File: src/rtl/digit_seq_detect.sv
module digit_seq_detect #(
  parameter int W = 4
) (
  input  logic         clk,
  input  logic         rst,
  input  logic [W-1:0] digit_in,
  output logic         hit
);
  localparam int LEN   = 4;
  localparam int DEPTH = LEN - 1;

  function automatic logic [W-1:0] target(input int pos);
    case (pos)
      0:       return W'(7);
      1:       return W'(5);
      2:       return W'(5);
      default: return W'(1);
    endcase
  endfunction

  logic [W-1:0] hist [DEPTH];
  logic [LEN-1:0] eq;

  always_ff @(posedge clk) begin
    if (rst) begin
      for (int i = 0; i < DEPTH; i++) hist[i] <= '0;
    end else begin
      hist[0] <= digit_in;
      for (int i = 1; i < DEPTH; i++) hist[i] <= hist[i-1];
    end
  end

  assign eq[0] = (digit_in == target(0));

  generate
    for (genvar k = 1; k < LEN; k++) begin : g_cmp
      assign eq[k] = (hist[k-1] == target(k));
    end
  endgenerate

  assign hit = &eq;
endmodule


File: config.mk
export PLATFORM = sky130hd
export DESIGN_NAME = digit_seq_detect
export DESIGN_NICKNAME = d
export VERILOG_FILES = /design/src/rtl/digit_seq_detect.sv
export SDC_FILE = /design/constraint.sdc
export NUM_CORES = 1
export LEC_CHECK = 0
export CAP_MARGIN = 10
export CORE_AREA = 5 5 42 44
export CTS_BUF_LIST = sky130_fd_sc_hd__clkbuf_8
export DETAILED_ROUTE_END_ITERATION = 8
export DIE_AREA = 0 0 47 49
export DONT_BUFFER_PORTS = 1
export HOLD_SLACK_MARGIN = 0.06
export PLACE_DENSITY = 0.45
export SETUP_SLACK_MARGIN = 0.1
export SYNTH_ARGS = -nofsm -noshare
export SYNTH_HDL_FRONTEND = slang
export SYNTH_SLANG_ARGS = --single-unit
export TNS_END_PERCENT = 5
File: constraint.sdc
create_clock -name clk -period 1.47 [get_ports clk]
set_clock_uncertainty 0.2 [all_clocks]
set_input_delay 0.147 -clock clk [delete_from_list [all_inputs] [get_ports clk]]
set_output_delay 0.147 -clock clk [all_outputs]
set_load 0.02 [all_outputs]
Word-level counts from Yosys, hierarchy flattened
Memory sizes are Yosys's and may differ from the RTL's.
Index checks and enable logic that the tools add are counted.
Cells by class
  bitwise operators: 3
  multiplexer cells: 6
  reductions and logical operators: 1
  equal/unequal tests: 4
Operators by type and width (number)
  == test 4 x 3 -> 1 bit (second input constant): 3
  2-to-1 mux 4 bit: 3
  == test 4 x 1 -> 1 bit (second input constant): 1
  AND reduction 4 bit: 1
  2-to-1 mux 1 bit: 3
  OR 1 bit: 3
Storage, ports and cells
  logic and storage cells: 15
  output and inout port bits: 1
  RAM bits: 12
  memories kept: 1
  register bits: 0
Memories
  hist: words 3, width 4, read ports 3, clocked after memory_dff 0, wr ports 3, RTL line 21  | logic [W-1:0] hist [DEPTH];

Longest topological paths before layout
  word-level depth: 3
  gate-level depth with buffers: 2
  mapped depth without buffers: 2

Least setup slack after synthesis
Ideal clock, no wire load.
  kind: flip-flop to output port
  start: mem hist[2][3], in the netlist hist[0][11]
  end: out hit
  data arrival time: 1304 ps
  stages on the path, launching flop included: 3
  setup slack: -181 ps
  required time: 1123 ps
  buffers on the path: 0
  path through: dfxtp_1 > or4b_1 > nor4_2
RTL lines
  start, declared: RTL line 21
  end, declared: RTL line 7  | output logic hit

==> metrics.txt <==
largest cells by area after synthesis=dfxtp_1 (64%), nor2b_1 (20%), nand4bb_1 (6.0%), nor4_2 (3.4%), or4b_1 (2.7%); CP Class=flip-flop to output pin; RSZ-0062 raised after global routing=true; # clock sinks=12; Crit Path Max Fanout=1; Post-Syn Instances=30; Yosys top cell by area=dfxtp_1; final setup TNS=-233 ps; largest family of logic cells by synthesized area=simple AND/OR/NAND/NOR gates; Synth top area share=0.644; area grow syn2layout=34.2%; FF+latch count, synth=12; main flop type after synthesis=dfxtp_1; Post-Synth Simple-Gate Area=0.346; pin count of the biggest net entering global routing=13; Port Buf Inserts=0; initial antenna violation count=0; clk buf depth=2; synth unique cells=7; drc violations=0; Nets=46; Lkg Pwr=0.195 nW; Adder-Cell Fraction of Synth Area=0; layout cell share with drive strength beyond 1=0.158; Slew HR=0.734; VDD IR max=around 0.46 mV; GRT Resource Usage Total=0.0687; Die Ht=about 49 um; post-synthesis sequential area ratio=0.644; Post-Route WL=598 um; minimum clock period=~1700 ps; row cnt=14; Avg Inst Size Synth=12.4 um2; Mapped Nets=36; max-cap viol count=0; H-tree depth=1; crit path launch type=flip-flop; CTS Root Cell=clkbuf_8; number of synthesized flops with an enable pin=0; Slew Viols, Final=0; # setup viols final=1; drt pass-1 iters=1; max reg flops=12; Pwr per Cell Area=1300 nW/um2; largest reg by FF count=hist; via-per-instance ratio=~4.2; fin crit share=1.16; first-pass GRT wire length=around 1 mm; Post-DRT Antenna Nets=0; gpl congestion=around 0.67; Fillers=145; largest registers=hist x12; multi-input logic area=about 140 um2; clock edge transition at the registers on the reported setup and hold paths=~50 ps; initial DRC count=0; DR vias=~230; Avg WL per Cell=around 11 um; status=complete, but fails checks; Seq. cell area=240 um2; Worst Path Required=~1100 ps; die width=about 47 um; Hold Crit Class=flip-flop to flip-flop; Clock Latency Late Sink=about 230 ps; Synth Area in XOR/XNOR=0; asr flop ratio synth=0; total CTS buffers=3; Achievable Freq=~590 MHz; num ports=7; core footprint=about 1400 um2; endpoint type of the worst setup path=output pin; post-CTS setup buffer count=0; Arr. time, crit path=1360 ps; Final WS setup=-233 ps; post-synthesis mux area share=0; CTS tree=yes; grt total ovfl=0; Mapped Area=around 370 um2; post-cts resize count=0; Yosys warnings=0; starting utilization of the core area=0.266; failing checks=setup timing; Synth Area in Compound Gates=0; Tightest Pin Transition=between 300 and 400 ps; vias in the first global route=between 200 and 250; antenna cells=0; die area=roughly 2300 um2; most frequent cells after synthesis=dfxtp_1 (12), nor2b_1 (12), nand4bb_1 (2); Layout Utilization=0.357; Hold Violations, Final=0
layout by cell type, fill, tap and decap left out:
cell           netlist  routed
buf_4                0       1
clkbuf_8             0       3
dfxtp_1             12      12
dlygate4sd3_1        0       5
nand4b_1             1       1
nand4bb_1            2       2
nor2b_1             12      12
nor4_4               0       1
or4b_4               0       1
through the flow:
| stage | std cells | power, mW | hold slack, ps | instance area, um2 | worst slack, ps |
|---|---|---|---|---|---|
| 3_5_place_dp | 46 | 0.365 | 21.5 | 409 | 4.56 |
| 4_1_cts | 54 | 0.670 | 268 | 500 | -252 |
| 3_3_place_gp | 46 | 0.365 | 21.1 | 409 | 12.0 |
| 2_1_floorplan | 30 | 0.365 | 18.6 | 385 | 54.5 |
| 5_1_grt | 54 | 0.689 | 278 | 500 | -306 |
| 6_report | 54 | 0.652 | 262 | 500 | -233 |
power by group:
part           switching, mW  total, mW  internal (mW)
clock                 0.0994      0.278          0.179
sequential           0.00488      0.345          0.340
combinational         0.0100     0.0289         0.0189
cell type report:
type,count,area share
Sequential cell,12,0.480
Multi-Input combinational cell,17,0.283
Timing Repair Buffer,6,0.115
Clock buffer,3,0.0825
Tap cell,16,0.0400
timing repair:
action / in CTS / in global routing
hold buffers: 5 / 0
endpoints found under the setup margin: 1 / 1
endpoints found under the hold margin: 12 / 0
final timing paths:
kind / startpoint / slack, ps / endpoint / cells after the start
hold / removal: hist[0][3] / 260 / hist[0][7] / 1
hold reg to reg: hist[0][3] / 260 / hist[0][7] / 1
setup / recovery: hist[0][10] / -230 / hit / 3
setup reg to reg: hist[0][2] / 720 / hist[0][6] / 1
cells by family (layout without fill, tap and decap cells):
group                  after synthesis  in the layout
flip-flops                          12             12
buffers and inverters                1              9
AND/OR/NAND/NOR                     17             17
worst max-delay path, stage by stage, from the launching register on:
cell and delay [ps]:
dfxtp_1 290, or4b_4 520, nor4_4 140, buf_4 180
routing by layer:
metal / vias to the layer above / track usage / part of all wire
li1: 117 / - / -
met2: 2 / 0.0928 / 0.57
met4: 0 / 0.0691 / 0
met5: - / 0 / 0
met3: 0 / 0.0332 / 0.038
met1: 107 / 0.0716 / 0.39
(Power assumes the default switching activity.)
